--- src/rtl/jfr_pkg.sv ---
package jfr_pkg;

    typedef enum logic [1:0] {
        ST_IDLE    = 2'd0,
        ST_COLLECT = 2'd1,
        ST_FULL    = 2'd2
    } rx_state_e;

    typedef struct packed {
        logic perr;
        logic brk;
    } frame_status_t;

endpackage

--- src/rtl/jfr_shifter.sv ---
module jfr_shifter #(
    parameter int FRAME_W = 9
) (
    input  logic               clk,
    input  logic               rst_n,
    input  logic               clear_i,
    input  logic               shift_en_i,
    input  logic               bit_i,
    output logic [FRAME_W-1:0] frame_o
);

    logic [FRAME_W-1:0] frame_q;
    logic [FRAME_W-1:0] frame_shifted;

    // new bit enters at the top; after FRAME_W shifts the first bit sits at 0
    genvar gi;
    generate
        for (gi = 0; gi < FRAME_W; gi++) begin : g_stage
            if (gi == FRAME_W - 1) begin : g_top
                assign frame_shifted[gi] = bit_i;
            end else begin : g_mid
                assign frame_shifted[gi] = frame_q[gi+1];
            end
        end
    endgenerate

    always_ff @(posedge clk or negedge rst_n) begin
        if (!rst_n) begin
            frame_q <= '0;
        end else if (clear_i) begin
            frame_q <= '0;
        end else if (shift_en_i) begin
            frame_q <= frame_shifted;
        end
    end

    assign frame_o = frame_q;

endmodule

--- src/rtl/jfr_classify.sv ---
module jfr_classify
    import jfr_pkg::*;
#(
    parameter int          DATA_W     = 8,
    parameter logic [DATA_W-1:0] BREAK_CODE = 8'hBB
) (
    input  logic [DATA_W:0]   frame_i,
    output logic [DATA_W-1:0] data_o,
    output frame_status_t     status_o
);

    logic odd_ones;
    logic is_break;

    always_comb begin
        data_o          = frame_i[DATA_W-1:0];
        odd_ones        = ^frame_i;
        is_break        = odd_ones && (frame_i[DATA_W-1:0] == BREAK_CODE);
        status_o.brk    = is_break;
        status_o.perr   = odd_ones && !is_break;
    end

endmodule

--- src/rtl/jfr_ctrl.sv ---
module jfr_ctrl
    import jfr_pkg::*;
#(
    parameter int                DATA_W     = 8,
    parameter logic [DATA_W-1:0] BREAK_CODE = 8'hBB
) (
    input  logic              clk,
    input  logic              rst_n,
    input  logic              shift_dr_i,
    input  logic              update_dr_i,
    input  logic              tlr_i,
    input  logic [DATA_W-1:0] data_i,
    input  frame_status_t     status_i,
    output logic              clear_o,
    output logic              shift_en_o,
    output logic [DATA_W-1:0] rx_data_o,
    output logic              rx_valid_o,
    output logic              par_err_o,
    output logic              brk_o
);

    localparam int FRAME_W = DATA_W + 1;
    localparam int CNT_W   = $clog2(FRAME_W + 1);
    localparam logic [CNT_W-1:0] LAST_CNT = CNT_W'(FRAME_W - 1);

    rx_state_e        state_q, state_d;
    logic [CNT_W-1:0] cnt_q, cnt_d;
    logic             take_bit;
    logic             accept;

    assign take_bit   = shift_dr_i && !update_dr_i && !tlr_i;
    assign accept     = update_dr_i && !tlr_i && (state_q == ST_FULL);
    assign shift_en_o = take_bit;
    assign clear_o    = tlr_i;

    // next-state logic
    always_comb begin
        state_d = state_q;
        cnt_d   = cnt_q;
        if (tlr_i || update_dr_i) begin
            state_d = ST_IDLE;
            cnt_d   = '0;
        end else if (shift_dr_i) begin
            unique case (state_q)
                ST_IDLE: begin
                    cnt_d   = CNT_W'(1);
                    state_d = (FRAME_W == 1) ? ST_FULL : ST_COLLECT;
                end
                ST_COLLECT: begin
                    cnt_d   = cnt_q + CNT_W'(1);
                    state_d = (cnt_q == LAST_CNT) ? ST_FULL : ST_COLLECT;
                end
                ST_FULL: begin
                    state_d = ST_FULL;
                end
                default: begin
                    state_d = ST_IDLE;
                    cnt_d   = '0;
                end
            endcase
        end
    end

    // state register
    always_ff @(posedge clk or negedge rst_n) begin
        if (!rst_n) begin
            state_q <= ST_IDLE;
            cnt_q   <= '0;
        end else begin
            state_q <= state_d;
            cnt_q   <= cnt_d;
        end
    end

    // output register
    always_ff @(posedge clk or negedge rst_n) begin
        if (!rst_n) begin
            rx_data_o  <= '0;
            rx_valid_o <= 1'b0;
            par_err_o  <= 1'b0;
            brk_o      <= 1'b0;
        end else if (tlr_i) begin
            rx_data_o  <= '0;
            rx_valid_o <= 1'b0;
            par_err_o  <= 1'b0;
            brk_o      <= 1'b0;
        end else begin
            rx_valid_o <= accept;
            if (accept) begin
                rx_data_o <= data_i;
                par_err_o <= status_i.perr;
                brk_o     <= status_i.brk;
            end
        end
    end

    a_r2_valid_pulse: assert property (@(posedge clk) disable iff (!rst_n)
        rx_valid_o |=> !rx_valid_o);

    a_r2_valid_cause: assert property (@(posedge clk) disable iff (!rst_n)
        (update_dr_i && !tlr_i && state_q == ST_FULL) |=> rx_valid_o);

    a_r4_short_drop: assert property (@(posedge clk) disable iff (!rst_n)
        (update_dr_i && state_q != ST_FULL) |=> !rx_valid_o);

    a_r3_full_stays: assert property (@(posedge clk) disable iff (!rst_n)
        (state_q == ST_FULL && shift_dr_i && !update_dr_i && !tlr_i) |=> state_q == ST_FULL);

    a_r6_exclusive: assert property (@(posedge clk) disable iff (!rst_n)
        !(brk_o && par_err_o));

    a_r6_brk_code: assert property (@(posedge clk) disable iff (!rst_n)
        brk_o |-> rx_data_o == BREAK_CODE);

    a_r8_hold: assert property (@(posedge clk) disable iff (!rst_n)
        (!(update_dr_i && state_q == ST_FULL) && !tlr_i)
        |=> ($stable(rx_data_o) && $stable(par_err_o) && $stable(brk_o)));

    a_r9_tlr_clear: assert property (@(posedge clk) disable iff (!rst_n)
        tlr_i |=> (!rx_valid_o && !par_err_o && !brk_o && rx_data_o == '0));

endmodule

--- src/rtl/jtag_frame_rx.sv ---
module jtag_frame_rx
    import jfr_pkg::*;
#(
    parameter int                DATA_W     = 8,
    parameter logic [DATA_W-1:0] BREAK_CODE = 8'hBB
) (
    input  logic              tck,
    input  logic              rst_n,
    input  logic              tdi,
    input  logic              shift_dr_i,
    input  logic              update_dr_i,
    input  logic              tlr_i,
    output logic [DATA_W-1:0] rx_data_o,
    output logic              rx_valid_o,
    output logic              par_err_o,
    output logic              brk_o
);

    localparam int FRAME_W = DATA_W + 1;

    logic               clear;
    logic               shift_en;
    logic [FRAME_W-1:0] frame;
    logic [DATA_W-1:0]  frame_data;
    frame_status_t      frame_status;

    jfr_shifter #(.FRAME_W(FRAME_W)) u_shifter (
        .clk        (tck),
        .rst_n      (rst_n),
        .clear_i    (clear),
        .shift_en_i (shift_en),
        .bit_i      (tdi),
        .frame_o    (frame)
    );

    jfr_classify #(.DATA_W(DATA_W), .BREAK_CODE(BREAK_CODE)) u_classify (
        .frame_i  (frame),
        .data_o   (frame_data),
        .status_o (frame_status)
    );

    jfr_ctrl #(.DATA_W(DATA_W), .BREAK_CODE(BREAK_CODE)) u_ctrl (
        .clk         (tck),
        .rst_n       (rst_n),
        .shift_dr_i  (shift_dr_i),
        .update_dr_i (update_dr_i),
        .tlr_i       (tlr_i),
        .data_i      (frame_data),
        .status_i    (frame_status),
        .clear_o     (clear),
        .shift_en_o  (shift_en),
        .rx_data_o   (rx_data_o),
        .rx_valid_o  (rx_valid_o),
        .par_err_o   (par_err_o),
        .brk_o       (brk_o)
    );

endmodule

--- config.mk ---
export PLATFORM = sky130hd
export DESIGN_NAME = jtag_frame_rx
export DESIGN_NICKNAME = d
export VERILOG_FILES = /design/src/rtl/jfr_pkg.sv /design/src/rtl/jfr_shifter.sv /design/src/rtl/jfr_classify.sv /design/src/rtl/jfr_ctrl.sv /design/src/rtl/jtag_frame_rx.sv
export SDC_FILE = /design/constraint.sdc
export NUM_CORES = 1
export LEC_CHECK = 0
export BUFFER_PORTS_ARGS = -buffer_cell sky130_fd_sc_hd__buf_2
export CAP_MARGIN = 20
export CORE_MARGIN = 2
export CORE_UTILIZATION = 50
export CTS_CLUSTER_DIAMETER = 30
export DETAILED_ROUTE_END_ITERATION = 10
export PLACE_DENSITY = 0.73
export SYNTH_ARGS = -nofsm -noshare
export SYNTH_HDL_FRONTEND = slang
export SYNTH_SLANG_ARGS = --single-unit
--- constraint.sdc ---
create_clock -name tck -period 1.8 [get_ports tck]
set_clock_uncertainty 0.2 [all_clocks]
set_input_delay 0.27 -clock tck [delete_from_list [all_inputs] [get_ports tck]]
set_output_delay 0.27 -clock tck [all_outputs]
set_load 0.02 [all_outputs]
Word level (Yosys, flattened, before mapping)
Cells that the tools add are included.
{"block": "word_totals", "regBits": 26, "out_inout_bits": 11, "word_cells": 45}
{"block": "op_classes", "n_addsub": 1, "n_eq_ne": 5, "n_mux": 16, "reduce_logical": 16}
{"cell": "2-to-1 mux 9 bit", "count": 2}
{"cell": "2-to-1 mux 8 bit", "count": 2}
{"cell": "case mux 4 bit (3 select lines)", "count": 1}
{"cell": "parity 9 bit", "count": 1}
{"cell": "equality test 8 bit, second input constant", "count": 1}
{"cell": "2-to-1 mux 4 bit", "count": 2}
{"cell": "logical AND 1 bit", "count": 6}
{"cell": "2-to-1 mux 2 bit", "count": 3}
{"cell": "case mux 2 bit (3 select lines)", "count": 1}
{"cell": "nonzero test 2 bit", "count": 3}
{"cell": "2-to-1 mux 1 bit", "count": 5}
{"cell": "adder 4 x 1 -> 4 bit, second input constant", "count": 1}
{"cell": "equality test 4 bit, second input constant", "count": 1}
{"cell": "logical NOT 1 bit", "count": 3}
{"cell": "equality test 2 x 1 -> 1 bit, second input constant", "count": 1}
{"cell": "equality test 2 bit, second input constant", "count": 1}
{"cell": "logical NOT 2 bit", "count": 1}
{"cell": "!= test 2 bit, second input constant", "count": 1}
{"cell": "AND reduction 2 bit", "count": 1}
{"cell": "logical OR 1 bit", "count": 1}

Depth between registers and ports, before layout
Gate-level depths: netlist (run 1).
{"block": "depth", "word_depth": 6, "ltp_mapped": 5, "ltp_nobuf": 5}

Cells and area by module
From an unflattened synthesis (run 1), not the netlist that was laid out.
{"block": "hier_totals", "hier_cells": 117, "area_unflattened_um2": 1330.0}
{"module": "jfr_ctrl", "n_inst": 1, "cells_each": 67, "area_each_um2": 763.2, "seq_area_each_um2": 425.4}
{"module": "jfr_shifter", "n_inst": 1, "cells_each": 29, "area_each_um2": 364.1, "seq_area_each_um2": 225.2}
{"module": "jfr_classify", "n_inst": 1, "cells_each": 21, "area_each_um2": 202.7, "seq_area_each_um2": 0.0}

Least setup slack after synthesis (run 1)
OpenSTA, ideal clock, no wires.
{"block": "synth_path", "path_type": "reg-to-reg", "start": "register u_shifter.frame_q[2] (netlist: u_shifter.frame_o[2])", "end": "register u_ctrl.brk_o", "setup_time_ps": 101, "t_arrival_ps": 1368, "required_ps": 1499, "setup_slack_ps": 131, "path_stages_with_launch": 6, "path_buffers": 0, "cell_sequence": "dfrtp_1 inv_1 ha_1 xnor3_1 xnor2_1 o32ai_1"}
{"block": "synth_between", "elab_chain_len": 4, "elab_cells_between_ends": 5, "cone_classes": "1 x eq/ne; 2 x mux; 2 x reduce/logical"}
{"item": "start: declaration", "line": "jfr_shifter.sv:12", "text": "logic [FRAME_W-1:0] frame_q;"}
{"item": "start signal: assignment", "line": "jfr_shifter.sv:33", "text": "frame_q <= frame_shifted;"}
{"item": "equality test 8 bit / parity 9 bit (equally long branches)", "line": "jfr_classify.sv:18, jfr_classify.sv:17"}
{"item": "logical AND 1 bit (*)", "line": "jfr_classify.sv:18", "text": "is_break = odd_ones && (frame_i[DATA_W-1:0] == BREAK_CODE);"}
{"item": "2-to-1 mux 1 bit (*)", "line": "jfr_ctrl.sv:89", "text": "if (accept) begin"}
{"item": "2-to-1 mux 1 bit (*)", "line": "jfr_ctrl.sv:82", "text": "end else if (tlr_i) begin"}
{"item": "end signal: assignment", "line": "jfr_ctrl.sv:92", "text": "brk_o <= status_i.brk;"}
{"item": "end: declaration", "line": "jfr_ctrl.sv:19", "text": "output logic brk_o"}
Mark *: on every way between the ends. The rest lies on a longest branch, timed or not. The select of a mux whose other input is x is not followed.
A chain may end at the register's enable or synchronous reset.

Worst setup path in the final report (run 1)
{"block": "layout_path", "start": "register u_shifter.frame_q[6] (netlist: u_shifter.frame_o[6])", "end": "register u_ctrl.par_err_o"}
{"block": "layout_between", "elab_chain_len": 6, "elab_cells_between_ends": 7, "cone_classes": "1 x eq/ne; 2 x mux; 4 x reduce/logical"}
{"item": "equality test 8 bit / parity 9 bit (equally long branches)", "line": "jfr_classify.sv:18, jfr_classify.sv:17"}
{"item": "logical AND 1 bit", "line": "jfr_classify.sv:18"}
{"item": "logical NOT 1 bit", "line": "jfr_classify.sv:20", "text": "status_o.perr = odd_ones && !is_break;"}
{"item": "logical AND 1 bit (*)", "line": "jfr_classify.sv:20"}
{"item": "2-to-1 mux 1 bit (*)", "line": "jfr_ctrl.sv:89"}
{"item": "2-to-1 mux 1 bit (*)", "line": "jfr_ctrl.sv:82"}
{"item": "end signal: assignment", "line": "jfr_ctrl.sv:91", "text": "par_err_o <= status_i.perr;"}
{"item": "end: declaration", "line": "jfr_ctrl.sv:18", "text": "output logic par_err_o,"}
Marks and branches as above.

==> PnR_summary.wiki, run 1 <==
{| class="wikitable"
! Metric !! Value
|-
| Combinational Power Share || 6.5%
|-
| Area of the mapped netlist || 1230 µm²
|-
| Post-synthesis sequential element count || 26
|-
| Final estimated routing congestion in global placement || 0.818
|-
| RR Startpoint || u_shifter.frame_o[6]
|-
| Level count of the clock H-tree || 1
|-
| DRC violation count after routing || 0
|-
| Via Count || 930
|-
| Number of buffers created by CTS || 3
|-
| Final Max Slew Viols || 0
|-
| Maximum Capacitance Violations || 0
|-
| Post-synthesis instance total || 117
|-
| Number of setup violations in the final report || 0
|-
| Average wire length per cell after detail routing || 14.6 µm
|-
| Switching power share of the total || 20.8%
|-
| Starting Density || 54.0%
|-
| Remaining antenna violation count after routing || 0
|-
| Fraction of power consumed by sequential logic || 55.9%
|-
| Worst-path clk slew || 140 ps
|-
| Fraction of the cycle the final worst path needs || 99.0%
|-
| Iter 0 DRT Violations || 27
|-
| P_sw || 221 µW
|-
| Cell accounting for the most synthesized area || sky130_fd_sc_hd__dfrtp_1
|-
| Tot Pwr || 1.06 mW
|-
| Biggest fanout along the worst timing path || 4
|-
| Net count of the mapped netlist || 129
|-
| Arrival time of data at the critical path endpoint || 1820 ps
|-
| Number of top-level pins || 17
|-
| Cell breakdown of the critical path || inv_2, ha_4, xnor3_1, xnor2_2, o32ai_2
|-
| GRT Total Usage || 20.1%
|-
| CP max stage cell || sky130_fd_sc_hd__dfrtp_1
|-
| Master cell of the clock root buffer || sky130_fd_sc_hd__clkbuf_4
|-
| Share of final-layout standard cells stronger than drive strength 1 || 24.5%
|-
| Number of enable-type register cells in the synthesized netlist || 0
|-
| Synth top area share || 53.0%
|-
| Number of antenna violations at the first check in global routing || 0
|-
| Pwr dens || 722 nW/µm²
|-
| Worst ir drop on vdd || 0.000459 V
|-
| Outcome || completed
|-
| Wirelength, routed || 2430 µm
|-
| Most used DFF post-synth || sky130_fd_sc_hd__dfrtp_1
|-
| Die span in y || 53.6 µm
|-
| Total core area || 2280 µm²
|-
| Worst endpoint required time || 1830 ps
|-
| Largest cells by area after synthesis || sky130_fd_sc_hd__dfrtp_1 53%, sky130_fd_sc_hd__ha_1 6.1%, sky130_fd_sc_hd__nand2_1 5.8%
|-
| Mean instance size in the synthesized netlist || 10.5 µm²
|-
| Die boundary width || 53.6 µm
|-
| Sum of overflow across all layers after global routing || 0
|-
| Maximum number of pins on one net before global-route repair || 27
|-
| Post-route cell area || 1470 µm²
|-
| Post-place instance area || 1340 µm²
|-
| Fillers || 169
|-
| Transition time at the pin with the least slew margin || 572 ps
|-
| Path type of the worst setup path || reg2reg
|-
| Share of synthesized registers carrying an async set or reset || 100%
|-
| Clk Latency, worst-skew pair || 310 ps
|-
| Clock tree from TritonCTS || done
|-
| Maximum clock frequency || 0.561 GHz
|-
| Setup repair after global routing missed its margin || yes
|-
| Slew margin rel. || 61.9%
|-
| Antenna cell count || 0
|-
| Clock network fraction of design power || 37.6%
|-
| Synthesis-to-finish area growth || 19.5%
|-
| Via count normalized by instance count || 5.57
|-
| Sequential fraction of the synthesis area || 53.0%
|-
| Via count of the first global-routing pass || 910
|-
| Number of detailed-route iterations in the first pass || 4
|-
| Internal Pwr Total || 839 µW
|-
| Die ar. || 2870 µm²
|-
| Count of buffers from port buffering || 16
|-
| Num Clock Sinks || 26
|-
| Time the final worst path needs with I/O delays and setup || 1780 ps
|-
| Type of the worst min-delay path || in2reg
|-
| Library cells used by synthesis || 30
|-
| Final hold vios || 0
|-
| Slowest cell delay on critical path || 420 ps
|-
| Static leakage || 0.717 nW
|-
| Endpoint class of the critical path || flop
|-
| Cell row count || 17
|-
| Ys Warns || 0
|-
| Start point of the worst min-delay path || tlr_i
|-
| Global-route wire length before repair || 4220 µm
|-
| Detailed placer's ending HPWL || 1690 µm
|-
| Critical path launch point type || flop
|-
| Max clock buf depth || 2
|-
| CP startpoint || u_shifter.frame_o[6]
|-
| Number of nets in the finished design || 152
|}
[state kept, by name, summed over array words and instances, names as in the netlist]
signal             cells
u_ctrl.cnt_q           4
u_shifter.frame_o      9
u_ctrl.rx_valid_o      1
u_ctrl.par_err_o       1
u_ctrl.state_q         2
u_ctrl.brk_o           1
u_ctrl.rx_data_o       8
[worst paths after layout]
check,end,cells after the start,slack [ps]
hold / removal,u_shifter.frame_o[3],2,70
hold reg to reg,u_ctrl.rx_data_o[1],1,310
max in group asynchronous,u_shifter.frame_o[7],2,740
setup / recovery,u_ctrl.par_err_o,5,20
setup reg to reg,u_ctrl.par_err_o,5,20
min in group asynchronous,u_ctrl.cnt_q[3],2,260
[critical path: cells and delay by family, from the launching register on]
| kind | cells | cell delay (ps) |
|---|---|---|
| buffers and inverters | 1 | 60 |
| DFF | 1 | 420 |
| adders and majority gates | 1 | 260 |
| xor gates and xnor gates | 2 | 500 |
| AOI/OAI and AO/OA | 1 | 250 |
[placed cells by master, fill, tap and decap left out, types with 3 or more instances in the layout]
| cell | Yosys | layout |
|---|---|---|
| sky130_fd_sc_hd__ha_1 | 6 | 5 |
| sky130_fd_sc_hd__nand2_1 | 19 | 19 |
| sky130_fd_sc_hd__nor2b_1 | 3 | 3 |
| sky130_fd_sc_hd__inv_1 | 6 | 5 |
| sky130_fd_sc_hd__clkbuf_4 | 0 | 3 |
| sky130_fd_sc_hd__buf_4 | 0 | 4 |
| sky130_fd_sc_hd__nor2_1 | 3 | 3 |
| sky130_fd_sc_hd__a22o_1 | 8 | 8 |
| sky130_fd_sc_hd__a21oi_1 | 11 | 11 |
| sky130_fd_sc_hd__buf_2 | 0 | 16 |
| sky130_fd_sc_hd__o21ai_0 | 4 | 4 |
| sky130_fd_sc_hd__dfrtp_1 | 26 | 25 |
| sky130_fd_sc_hd__inv_2 | 2 | 3 |
[synthesized netlist by cell type, types with 3 or more instances]
library cell               instances
sky130_fd_sc_hd__a21oi_1          11
sky130_fd_sc_hd__a22o_1            8
sky130_fd_sc_hd__clkbuf_1          4
sky130_fd_sc_hd__dfrtp_1          26
sky130_fd_sc_hd__ha_1              6
sky130_fd_sc_hd__inv_1             6
sky130_fd_sc_hd__nand2_1          19
sky130_fd_sc_hd__nor2_1            3
sky130_fd_sc_hd__nor2b_1           3
sky130_fd_sc_hd__o21ai_0           4
[power groups by stage]
stage | clock network [mW] | registers [mW] | logic (mW)
CTS | 0.407 | 0.592 | 0.0661
global route | 0.429 | 0.593 | 0.0795
floorplan | 0 | 0.602 | 0.0324
finish | 0.398 | 0.592 | 0.0693
detailed placement | 0 | 0.603 | 0.0625
global placement | 0 | 0.603 | 0.0607
[per-stage QoR]
step / util, % / hold WS [ps] / setup TNS, ps / worst slack (ps) / cells
2_1_floorplan: - / -226 / 0 / 131 / 117
5_1_grt: 64.5 / 74.1 / -54.6 / -40.9 / 167
6_report: 64.5 / 68.6 / 0 / 17.3 / 167
4_1_cts: 62.6 / 60.0 / 0 / 2.54 / 166
3_5_place_dp: 59.0 / 97.4 / 0 / 2.11 / 159
3_3_place_gp: 59.0 / 89.8 / 0 / 86.5 / 159
[layout make-up]
type	count	area, µm²	area share [%]
flip-flops and latches	26	652	44.4
multi-input cells	79	568	38.7
repair buffers	22	130	8.87
well taps	28	35.0	2.39
clock inverters	1	30.0	2.05
inverters	8	30.0	2.05
clock buffers	3	22.5	1.53
[cells by family after synthesis]
group	after synthesis	synth area share, %
multiplexers	1	0.815
XOR/XNOR	3	3.26
flip-flops	26	53.0
AND/OR/NAND/NOR	39	16.8
AO/OA/AOI/OAI	30	16.4
buffers and inverters	12	3.67
adder cells (fa/ha/maj)	6	6.11
[repair_timing]
item,CTS,global route
setup buffers,1,1
pin swaps,0,5
hold buffers,2,0
gates resized for setup,0,6
hold endpoints to repair,27,0
endpoints found under the setup margin,1,2
[metal layers]
metal,up-vias,wire (µm),global-route usage [%]
li1,450,-,-
met1,451,1200,28.9
met2,27,1100,32.5
met3,2,122,2.50
met4,0,9,5.13
met5,-,0,0
Note: power is estimated with default switching activity, not from simulation.
==> run 2, diff against run 1 <==
--- a/config.mk
+++ b/config.mk
@@ -11,7 +11,7 @@
 export CORE_UTILIZATION = 50
 export CTS_CLUSTER_DIAMETER = 30
 export DETAILED_ROUTE_END_ITERATION = 10
-export PLACE_DENSITY = 0.73
+export PLACE_DENSITY = 0.74
 export SYNTH_ARGS = -nofsm -noshare
 export SYNTH_HDL_FRONTEND = slang
 export SYNTH_SLANG_ARGS = --single-unit
==> PnR_summary.wiki, run 2 (same netlist as run 1, synthesis figures left out) <==
{| class="wikitable"
! Metric !! Value
|-
| Global routing usage on met2 || 34.2%
|-
| Level count of the clock H-tree || 1
|-
| Cell row count || 17
|-
| Count of buffers from port buffering || 16
|-
| Slowest cell delay on critical path || 470 ps
|-
| Iter 0 DRT Violations || 15
|-
| Antenna cell count || 0
|-
| Maximum Capacitance Violations || 0
|-
| Synthesis-to-finish area growth || 18.7%
|-
| Kind of cell with the highest combined delay on the critical path || XOR/XNOR gates
|-
| Number of top-level pins || 17
|-
| Most used cells in the layout excluding fill and tap cells || 25 x sky130_fd_sc_hd__dfrtp_1, 19 x sky130_fd_sc_hd__nand2_1, 16 x sky130_fd_sc_hd__buf_2
|-
| Arrival time of data at the critical path endpoint || 1810 ps
|-
| Die boundary width || 53.6 µm
|-
| Slew margin rel. || 63.1%
|-
| Via count normalized by instance count || 5.60
|-
| Outcome || completed
|-
| Maximum number of pins on one net before global-route repair || 27
|-
| Depth of the worst register-to-register path || 4
|-
| Number of detailed-route iterations in the first pass || 4
|-
| Register-to-register setup slack || 30 ps
|-
| Start point of the worst min-delay path || tlr_i
|-
| Total core area || 2280 µm²
|-
| RR Startpoint || u_shifter.frame_o[7]
|-
| Pwr dens || 651 nW/µm²
|-
| Die span in y || 53.6 µm
|-
| Fraction of the cycle the final worst path needs || 98.4%
|-
| Critical path launch point type || flop
|-
| Hold-critical path depth || 2
|-
| Max reg flops || 9
|-
| Clk Latency, worst-skew pair || 310 ps
|-
| Max clock buf depth || 2
|-
| Number of buffers created by CTS || 3
|-
| Final core utilization || 64.1%
|-
| Sum of overflow across all layers after global routing || 0
|-
| Worst endpoint required time || 1830 ps
|-
| Share of final-layout standard cells stronger than drive strength 1 || 25.0%
|-
| Number of antenna violations at the first check in global routing || 0
|-
| Cell breakdown of the critical path || ha_4, xnor3_1, xnor2_2, o32ai_2
|-
| Final estimated routing congestion in global placement || 0.815
|-
| Detailed placer's ending HPWL || 1690 µm
|-
| Starting Density || 54.0%
|-
| DRC violation count after routing || 0
|-
| Clock tree from TritonCTS || done
|-
| Maximum clock frequency || 0.565 GHz
|-
| Hold Crit Endpoint || u_shifter.frame_o[1]
|-
| Setup repair after global routing missed its margin || yes
|-
| Biggest fanout along the worst timing path || 4
|-
| Minimum setup slack in the final design || 29.3 ps
|-
| Leading cell type in the layout, fill and taps excluded || sky130_fd_sc_hd__dfrtp_1
|-
| Met3 routing resource usage after global routing || 3.06%
|-
| Time the final worst path needs with I/O delays and setup || 1770 ps
|-
| CP startpoint || u_shifter.frame_o[7]
|-
| R2r endpoint || u_ctrl.brk_o
|-
| Via Count || 940
|-
| Worst slack at placement || 4.45 ps
|-
| Worst ir drop on vdd || 0.000568 V
|-
| Final Max Slew Viols || 0
|-
| Final hold vios || 0
|-
| Global-route wire length before repair || 4200 µm
|-
| GR met1 Demand/Resource || 26.7%
|-
| Endpoint class of the critical path || flop
|-
| Master cell of the clock root buffer || sky130_fd_sc_hd__clkbuf_4
|-
| Wirelength, routed || 2440 µm
|-
| Num Clock Sinks || 26
|-
| Path type of the worst setup path || reg2reg
|-
| Type of the worst min-delay path || in2reg
|-
| GRT Total Usage || 20.7%
|-
| CP bufs+invs || 0
|-
| Number of nets in the finished design || 153
|-
| Die ar. || 2870 µm²
|-
| CP max stage cell || sky130_fd_sc_hd__dfrtp_2
|-
| Number of setup violations in the final report || 0
|-
| Fillers || 186
|-
| Transition time at the pin with the least slew margin || 553 ps
|-
| Static leakage || 0.716 nW
|-
| Worst-path clk slew || 130 ps
|-
| Remaining antenna violation count after routing || 0
|-
| Via count of the first global-routing pass || 918
|-
| Most congested layer reported by global routing || met2
|-
| Average wire length per cell after detail routing || 14.5 µm
|}
-- run 2: cell type report --
cell class	count	area, µm²	share of cell area [%]
inverter	8	30.0	2.06
tap	28	35.0	2.40
multi-input combinational	79	568	38.9
timing repair buffer	23	138	9.43
clock buffer	4	36.3	2.49
sequential	26	652	44.7
-- run 2: stage by stage --
stage	power [mW]	cells	hold slack, ps	cell area, µm²	setup TNS (ps)
floorplan	0.634	117	-226	1230	0
global route	0.989	168	90.7	1460	-42.2
finish	0.950	168	82.9	1460	0
CTS	0.952	166	66.3	1410	0
global placement	0.663	159	86.8	1340	0
detailed placement	0.665	159	93.2	1340	0
-- run 2: timing repair --
item	in CTS	in global routing
setup endpoints to repair	1	2
pin swaps	0	2
endpoints found under the hold margin	27	0
setup buffers	1	2
hold buffers	2	0
gates resized for setup	0	6
-- run 2: per-layer routing --
| layer | routed length (µm) | vias up | part of all wire [%] |
|---|---|---|---|
| li1 | - | 452 | - |
| met1 | 1130 | 467 | 46 |
| met2 | 1160 | 17 | 48 |
| met3 | 97 | 4 | 4.0 |
| met4 | 48 | 0 | 2.0 |
| met5 | 0 | - | 0 |
-- run 2: how the worst max path moves through the flow --
| stage | end | slack, ps | cells past startpoint |
|---|---|---|---|
| after detailed placement | u_ctrl.par_err_o | 4 | 5 |
| after floorplan | u_ctrl.brk_o | 130 | 5 |
| after CTS | u_ctrl.par_err_o | 10 | 4 |
| after global placement | u_ctrl.brk_o | 90 | 5 |
| final | u_ctrl.brk_o | 30 | 4 |
| after global routing | u_ctrl.brk_o | -30 | 4 |
-- run 2: power breakdown --
group	leakage (nW)	total [mW]	switching (mW)	internal [mW]
logic	0.335	0.0693	0.0426	0.0267
clock network	0.0210	0.289	0.165	0.124
registers	0.360	0.592	0.00434	0.588
total	0.716	0.950	0.212	0.738
